## src/rtl/flyby_dma_pkg.sv

```systemverilog
package flyby_dma_pkg;
  // Strobes from control to datapath for one bus cycle.
  typedef struct packed {
    logic useDma;    // target is the DMA register, not the PIO index
    logic popGo;     // pop the target endpoint
    logic pushGo;    // push into the target endpoint
    logic driveBus;  // enable the bus output
  } xferCtl_t;
endpackage

```

## src/rtl/flyby_dma_ctrl.sv

```systemverilog
module flyby_dma_ctrl
  import flyby_dma_pkg::*;
#(
  parameter int IDX_W   = 4,
  parameter int EP_BASE = 2,
  parameter int NUM_EP  = 14
) (
  input  logic              clk,
  input  logic              rstN,
  input  logic              cfgWe,
  input  logic [IDX_W-1:0]  cfgEpIdx,
  input  logic              cfgDmaEn,
  input  logic              hwCfgWe,
  input  logic              hwAckOnly,
  input  logic [NUM_EP-1:0] epDir,
  input  logic [NUM_EP-1:0] epHasData,
  input  logic [NUM_EP-1:0] epHasSpace,
  input  logic              pioCs,
  input  logic [IDX_W-1:0]  pioEpIdx,
  input  logic              dack,
  input  logic              rdStb,
  input  logic              wrStb,
  input  logic              eot,
  output logic [IDX_W-1:0]  dmaIdx,
  output xferCtl_t          ctl,
  output logic              dreq,
  output logic              dmaErr
);
  localparam int LAST_CODE = EP_BASE + NUM_EP - 1;

  logic ackOnly;
  logic armed;
  logic selDir, selData, selSpace;
  logic dmaIdxOk, pioIdxOk;
  logic rdOnly, wrOnly;
  logic dmaRdOk, dmaWrOk, dmaBad;

  // Status of the DMA target endpoint.
  always_comb begin
    selDir   = 1'b0;
    selData  = 1'b0;
    selSpace = 1'b0;
    for (int i = 0; i < NUM_EP; i++) begin
      if (dmaIdx == IDX_W'(i + EP_BASE)) begin
        selDir   = epDir[i];
        selData  = epHasData[i];
        selSpace = epHasSpace[i];
      end
    end
  end

  assign dmaIdxOk = (int'(dmaIdx) >= EP_BASE) && (int'(dmaIdx) <= LAST_CODE);
  assign pioIdxOk = (int'(pioEpIdx) >= EP_BASE) && (int'(pioEpIdx) <= LAST_CODE);

  assign rdOnly  = rdStb && !wrStb;
  assign wrOnly  = wrStb && !rdStb;
  assign dmaRdOk = dmaIdxOk && !selDir && rdOnly;
  assign dmaWrOk = dmaIdxOk &&  selDir && wrOnly;
  assign dmaBad  = dack && (rdStb || wrStb) && !(dmaRdOk || dmaWrOk);

  // Acknowledge overrides the programmed-I/O selection.
  always_comb begin
    ctl.useDma = dack;
    if (dack) begin
      ctl.popGo    = dmaRdOk;
      ctl.pushGo   = dmaWrOk;
      ctl.driveBus = dmaRdOk;
    end else begin
      ctl.popGo    = pioCs && pioIdxOk && rdOnly;
      ctl.pushGo   = pioCs && pioIdxOk && wrOnly;
      ctl.driveBus = pioCs && pioIdxOk && rdOnly;
    end
  end

  assign dreq = armed && !ackOnly && dmaIdxOk && !eot &&
                (selDir ? selSpace : selData);

  always_ff @(posedge clk or negedge rstN) begin
    if (!rstN) begin
      dmaIdx  <= '0;
      armed   <= 1'b0;
      ackOnly <= 1'b0;
      dmaErr  <= 1'b0;
    end else begin
      if (cfgWe) dmaIdx <= cfgEpIdx;
      if (hwCfgWe) ackOnly <= hwAckOnly;
      if (eot) armed <= 1'b0;
      else if (cfgWe) armed <= cfgDmaEn;
      if (dmaBad) dmaErr <= 1'b1;
      else if (cfgWe) dmaErr <= 1'b0;
    end
  end
endmodule

```

## src/rtl/flyby_dma_dpath.sv

```systemverilog
module flyby_dma_dpath
  import flyby_dma_pkg::*;
#(
  parameter int IDX_W   = 4,
  parameter int EP_BASE = 2,
  parameter int NUM_EP  = 14,
  parameter int DATA_W  = 16
) (
  input  xferCtl_t                 ctl,
  input  logic [IDX_W-1:0]         dmaIdx,
  input  logic [IDX_W-1:0]         pioEpIdx,
  input  logic [NUM_EP*DATA_W-1:0] epRdData,
  input  logic [DATA_W-1:0]        dataIn,
  output logic [NUM_EP-1:0]        epPop,
  output logic [NUM_EP-1:0]        epPush,
  output logic [DATA_W-1:0]        epWrData,
  output logic [DATA_W-1:0]        dataOut,
  output logic                     dataOe
);
  logic [IDX_W-1:0]  tgtIdx;
  logic [NUM_EP-1:0] tgtHit;
  logic [DATA_W-1:0] headWord [NUM_EP];
  logic [DATA_W-1:0] muxWord;

  assign tgtIdx = ctl.useDma ? dmaIdx : pioEpIdx;

  for (genvar g = 0; g < NUM_EP; g++) begin : g_ep
    assign tgtHit[g]   = (tgtIdx == IDX_W'(g + EP_BASE));
    assign epPop[g]    = ctl.popGo  && tgtHit[g];
    assign epPush[g]   = ctl.pushGo && tgtHit[g];
    assign headWord[g] = epRdData[g*DATA_W +: DATA_W];
  end

  always_comb begin
    muxWord = '0;
    for (int i = 0; i < NUM_EP; i++) begin
      if (tgtHit[i]) muxWord = headWord[i];
    end
  end

  // Fly-by: the bus word goes straight to the FIFO write port.
  assign epWrData = dataIn;
  assign dataOe   = ctl.driveBus;
  assign dataOut  = ctl.driveBus ? muxWord : '0;
endmodule

```

## src/rtl/flyby_dma_port.sv

```systemverilog
module flyby_dma_port
  import flyby_dma_pkg::*;
#(
  parameter int IDX_W   = 4,
  parameter int EP_BASE = 2,
  parameter int NUM_EP  = 14,
  parameter int DATA_W  = 16
) (
  input  logic                     clk,
  input  logic                     rstN,
  input  logic                     cfgWe,
  input  logic [IDX_W-1:0]         cfgEpIdx,
  input  logic                     cfgDmaEn,
  input  logic                     hwCfgWe,
  input  logic                     hwAckOnly,
  input  logic [NUM_EP-1:0]        epDir,
  input  logic [NUM_EP-1:0]        epHasData,
  input  logic [NUM_EP-1:0]        epHasSpace,
  input  logic [NUM_EP*DATA_W-1:0] epRdData,
  output logic [NUM_EP-1:0]        epPop,
  output logic [NUM_EP-1:0]        epPush,
  output logic [DATA_W-1:0]        epWrData,
  input  logic                     pioCs,
  input  logic [IDX_W-1:0]         pioEpIdx,
  input  logic                     dack,
  input  logic                     rdStb,
  input  logic                     wrStb,
  input  logic                     eot,
  input  logic [DATA_W-1:0]        dataIn,
  output logic [DATA_W-1:0]        dataOut,
  output logic                     dataOe,
  output logic                     dreq,
  output logic                     dmaErr
);
  xferCtl_t         ctl;
  logic [IDX_W-1:0] dmaIdx;

  flyby_dma_ctrl #(
    .IDX_W(IDX_W), .EP_BASE(EP_BASE), .NUM_EP(NUM_EP)
  ) u_ctrl (
    .clk(clk), .rstN(rstN),
    .cfgWe(cfgWe), .cfgEpIdx(cfgEpIdx), .cfgDmaEn(cfgDmaEn),
    .hwCfgWe(hwCfgWe), .hwAckOnly(hwAckOnly),
    .epDir(epDir), .epHasData(epHasData), .epHasSpace(epHasSpace),
    .pioCs(pioCs), .pioEpIdx(pioEpIdx),
    .dack(dack), .rdStb(rdStb), .wrStb(wrStb), .eot(eot),
    .dmaIdx(dmaIdx), .ctl(ctl), .dreq(dreq), .dmaErr(dmaErr)
  );

  flyby_dma_dpath #(
    .IDX_W(IDX_W), .EP_BASE(EP_BASE), .NUM_EP(NUM_EP), .DATA_W(DATA_W)
  ) u_dpath (
    .ctl(ctl), .dmaIdx(dmaIdx), .pioEpIdx(pioEpIdx),
    .epRdData(epRdData), .dataIn(dataIn),
    .epPop(epPop), .epPush(epPush), .epWrData(epWrData),
    .dataOut(dataOut), .dataOe(dataOe)
  );
endmodule

```

## config.mk

```make
export PLATFORM = sky130hd
export DESIGN_NAME = flyby_dma_port
export DESIGN_NICKNAME = d
export VERILOG_FILES = /design/src/rtl/flyby_dma_pkg.sv /design/src/rtl/flyby_dma_ctrl.sv /design/src/rtl/flyby_dma_dpath.sv /design/src/rtl/flyby_dma_port.sv
export SDC_FILE = /design/constraint.sdc
export NUM_CORES = 1
export LEC_CHECK = 0
export BUFFER_PORTS_ARGS = -buffer_cell sky130_fd_sc_hd__buf_2
export CAP_MARGIN = 30
export CORE_AREA = 3 3 139 141
export DETAILED_ROUTE_END_ITERATION = 6
export DIE_AREA = 0 0 142 144
export HOLD_SLACK_MARGIN = 0.03
export MAX_ROUTING_LAYER = met4
export SYNTH_ARGS = -nofsm -noshare
export SYNTH_HDL_FRONTEND = slang
export SYNTH_SLANG_ARGS = --single-unit
```

## constraint.sdc

```tcl
create_clock -name clk -period 1.9 [get_ports clk]
set_input_delay 0.19 -clock clk [delete_from_list [all_inputs] [get_ports clk]]
set_output_delay 0.19 -clock clk [all_outputs]
set_load 0.005 [all_outputs]
```

After elaboration in Yosys (flattened, before gate mapping)
Cells that the tools add are included.

storage, ports and cells
  word-level logic and storage cells = 151
  register bits after elaboration = 7
  output and inout bits = 63

operators by class
  equality and inequality tests = 28
  order comparisons = 2
  muxes and demuxes = 64
  reduce and logical (&&, ||, !) cells = 53

operators by type and width
  cell                                                  count
  2-to-1 mux 16 bit                                     15
  equality test 4 bit (second input constant)           16
  2-to-1 mux 1 bit                                      47
  logical AND 1 bit                                     43
  equality test 4 x 3 -> 1 bit (second input constant)  8
  equality test 4 x 2 -> 1 bit (second input constant)  4
  >= comparator 4 x 2 -> 1 bit (second input constant)  2
  zero test 1 bit                                       6
  2-to-1 mux 4 bit                                      1
  nonzero test 2 bit                                    2
  2-to-1 mux 3 bit                                      1
  logical OR 1 bit                                      2

Depth between registers and ports, before layout
  depth in word-level cells = 22
  mapped depth = 10
  gate-level depth less buffers = 6

Hierarchy
From an unflattened synthesis, not the netlist that was laid out.

unflattened totals
  cells, all modules = 620
  area, all modules = 4,194.0 µm²

modules (own cells, without submodules)
  module           instances  seq. area each (µm²)  cells each  area each (µm²)
  flyby_dma_dpath  1          0.0                   523         3,318.2
  flyby_dma_ctrl   1          175.2                 97          875.8

Least setup slack after synthesis
Ideal clock, no wire load.

  path type = flip-flop to output port
  start point = register u_ctrl.dmaIdx[0]
  end point = output epPush[3]
  stages on the path, launching flop included = 9
  required time = 1,710 ps
  path buffers = 2
  setup slack = -225 ps
  arrival time = 1,935 ps
  path through = dfrtp_1 buf_4 or4b_1 a32o_1 o221ai_2 a21o_2 a21oi_2 buf_6 nor3_1

on the way
  word-level cells in the longest chain between the ends = 19
  elaborated cells between the ends (all ways) = 35

ends and longest elaborated chain
  element                         line                   source
  start, declared                 flyby_dma_ctrl.sv:24   output logic [IDX_W-1:0] dmaIdx,
  start signal, assigned          flyby_dma_ctrl.sv:85   if (cfgWe) dmaIdx <= cfgEpIdx;
  equality test 4 x 2 -> 1 bit    flyby_dma_ctrl.sv:44   if (dmaIdx == IDX_W'(i + EP_BASE)) begin
  2-to-1 mux 1 bit (14 in a row)  flyby_dma_ctrl.sv:44
  logical AND 1 bit (2 in a row)  flyby_dma_ctrl.sv:58   assign dmaWrOk = dmaIdxOk && selDir && wrOnly;
  2-to-1 mux 3 bit                flyby_dma_ctrl.sv:64   if (dack) begin
  logical AND 1 bit (*)           flyby_dma_dpath.sv:30  assign epPush[g] = ctl.pushGo && tgtHit[g];
  end, declared                   flyby_dma_port.sv:21   output logic [NUM_EP-1:0] epPush,

Mark *: on every way between the ends. The rest lies on a longest branch, timed or not.

Worst setup path in the final report
  start point = register u_ctrl.dmaIdx[1]
  end point = output dataOut[6]

on the way
  word-level cells in the longest chain between the ends = 20
  elaborated cells between the ends (all ways) = 63

ends and longest elaborated chain
  element                         line                   source
  equality test 4 x 2 -> 1 bit    flyby_dma_ctrl.sv:44
  2-to-1 mux 1 bit (14 in a row)  flyby_dma_ctrl.sv:44
  zero test 1 bit                 flyby_dma_ctrl.sv:57   assign dmaRdOk = dmaIdxOk && !selDir && rdOnly;
  logical AND 1 bit (2 in a row)  flyby_dma_ctrl.sv:57
  2-to-1 mux 3 bit                flyby_dma_ctrl.sv:64
  2-to-1 mux 16 bit (*)           flyby_dma_dpath.sv:44  assign dataOut = ctl.driveBus ? muxWord : '0;
  end, declared                   flyby_dma_port.sv:30   output logic [DATA_W-1:0] dataOut,

Marked as above.

==> metrics.cfg <==
[route]
num_vias=7548
drcViolationCount=0
vias_per_cell=5.68
detail_route.wirelength_mm=32.1
drt-wirelength-per-cell_um=24.2
drtIter0Drc=679
first_pass_iters=5
ant_nets=0

[global_route]
overflow=0
grt_max_degree=57
grt_antenna_before_repair=14
grt_pass1_wl_mm=45.5
grt_pass1_vias=7344
track_usage_pct=30.0

[critical_path]
cp_max_fo=7
critPathLaunchType=register
r2r_cells=8
cp.arrival_ns=2.52
endpoint_kind=output port
worstPathRequired_ns=1.71
setup.worst_path.class=register to output port

[logic_synthesis]
syn_area_per_cell_um2=6.78
synth-compound-area-share_pct=52.6
synthAdderAreaFrac_pct=0
yosysSeqAreaShare_pct=3.96
synth-simple-area-share_pct=23.6
synthFlopType=dfrtp_1
syn_area_um2=4420
synth_top_area_cell=a211oi_1
synth_xor_area_share_pct=0
synth_top_family_by_area=compound AO/OA/AOI/OAI gates
yosys.area.top_type_share_pct=7.81
syn_nets=953
synth.distinct_cells=83
synth_edf_count=0
synth_seq_cells=7
async_flop_share_pct=100
netlist_top_cells_area=a211oi_1, a21oi_1, o21ai_0
synthMuxAreaShare_pct=6.76
ys_warn_count=0
postSynthCellCount=652

[layout]
syn2layout_area_growth_pct=87.7
final_nets=1385
layout-drive-gt1-share_pct=60.1
finish.utilization_pct=45.9

[timing]
skew_ns=0.00324
setup_viol=47
layout_min_cycle_time_ns=2.71
slew_headroom_pct=57.9
drv_slew=0
grt_setup_unrepaired=true
fin_ws_ns=-0.807
finalCritPeriodShare_pct=142
fin_hold_ws_ns=0.127
max_freq_ghz=0.369
worstMarginPinSlew_ns=0.624
hold_viol_final=0

[floorplan]
core_um2=18100
initial_core_util_pct=24.4
die_y_um=144
pin_count=364
num_rows=49
die_w_um=142
die_area_um2=20400

[pwr]
ir_worst_vdd_mv=0.481
p_leak_nw=3.75
p_per_area_nw_per_um2=378

[clocking]
cts_buffers=3
cts_tree=built
htree_num_levels=1
cts.sinks=7
clk_pin_slew_ns=0.04
root_buffer=clkbuf_16
clk_path_buf_depth=2
clk_latency_ns=0.23

[worst_hold_path]
hold_path_depth=2
hold_path_class=input pin to register

[place]
dp_hpwl_mm=26.4
place_congestion=1.07
io_buffers=331
post-place-ws_ns=-0.720

[flow_run]
drv_cap=0

[status]
status=finished with violations
violations=negative setup slack

[placed cells by master, fill, tap and decap left out, drive strengths merged, types with 9 or more instances in the layout]
| master | n |
|---|---|
| a221oi | 15 |
| nor2 | 51 |
| a21oi | 66 |
| mux2 | 10 |
| o21ai | 46 |
| o211ai | 11 |
| o22ai | 34 |
| nand2 | 54 |
| mux2i | 16 |
| nand3 | 10 |
| buf | 510 |
| o221ai | 11 |
| diode | 16 |
| a222oi | 11 |
| inv | 9 |
| a211oi | 48 |
| nor3 | 27 |
[synthesized netlist by cell type (all sizes together) (4+ instances only)]
cell type,instances
buf,79
a21oi,65
nand2,54
nor2,51
a211oi,48
o21ai,46
o22ai,32
nor3,27
mux2i,16
a221oi,15
clkbuf,12
a222oi,11
o211ai,11
o221ai,11
mux2,10
nand3,10
inv,9
a221o,8
a22o,8
a22oi,8
and2,8
nor2b,8
dfrtp,7
nor3b,7
nand2b,6
nand3b,6
o22a,6
a21o,5
nor4,5
o221a,5
or3b,5
a211o,4
a21boi,4
a311oi,4
[state kept, by name, summed over array words and instances, names as in the netlist]
| name | count |
|---|---|
| u_ctrl.armed | 1 |
| u_ctrl.dmaIdx | 4 |
| u_ctrl.dmaErr | 1 |
| u_ctrl.ackOnly | 1 |
[routing by layer]
| layer | vias to the layer above | part of all wire [%] | track usage [%] |
|---|---|---|---|
| li1 | 3488 | - | - |
| met4 | 0 | 3.5 | 9.70 |
| met1 | 3523 | 39 | 36.0 |
| met5 | - | 0 | - |
| met3 | 74 | 9.0 | 6.18 |
| met2 | 463 | 49 | 50.4 |
[final timing paths]
| check | from | endpoint | slack, ns |
|---|---|---|---|
| setup / recovery | u_ctrl.dmaIdx[1] | dataOut[6] | -0.81 |
| hold / removal | eot | u_ctrl.armed | 0.13 |
| setup reg to reg | u_ctrl.dmaIdx[1] | u_ctrl.dmaErr | -0.22 |
| hold reg to reg | u_ctrl.ackOnly | u_ctrl.ackOnly | 0.51 |
| max in group asynchronous | rstN | u_ctrl.dmaIdx[2] | 1.41 |
| min in group asynchronous | rstN | u_ctrl.ackOnly | 0.32 |
[worst max-delay path: stages (launching register included)]
cell       delay (ns)
dfrtp_2          0.45
buf_6            0.16
or3_4            0.36
o2111ai_2        0.09
o221ai_2         0.13
a21o_4           0.29
o2bb2a_4         0.28
buf_4            0.16
a211oi_4         0.20
buf_2            0.16
[final cells by class]
class	instances	area, um2
well taps	229	287
repair buffers	512	3370
clock buffers	4	78.8
flip-flops and latches	7	179
inverters	10	37.5
fillers	1881	9790
multi-input cells	550	4300
diodes	16	40.0
[through the flow]
stage               cells  TNS [ns]  cell area [um2]  power [mW]
floorplan             652     -7.01             4580        1.29
global placement     1276    -25.09             7280        2.34
CTS                  1305    -32.19             8050        3.01
finish               1328    -33.22             8300        3.13
global route         1326    -37.39             8290        3.30
detailed placement   1276    -26.39             7280        2.34
[report_power, final]
part           internal [mW]  switching, mW  leakage (nW)
Combinational           1.24           1.34          3.63
Clock                  0.279         0.0798        0.0383
Sequential             0.167         0.0226        0.0818
[cells by family after synthesis]
| family | Yosys count |
|---|---|
| flip-flops | 7 |
| buffers and inverters | 101 |
| AND/OR/NAND/NOR | 200 |
| multiplexers | 27 |
| AO/OA/AOI/OAI | 317 |
[timing repair]
action,in CTS,in global routing
gates resized for setup,104,35
endpoints found under the setup margin,47,47
hold endpoints to repair,7,0
pin swaps,45,20
setup buffers,17,8
hold buffers,1,0
gates cloned,7,0
No activity file was read; power rests on OpenSTA's default activity.
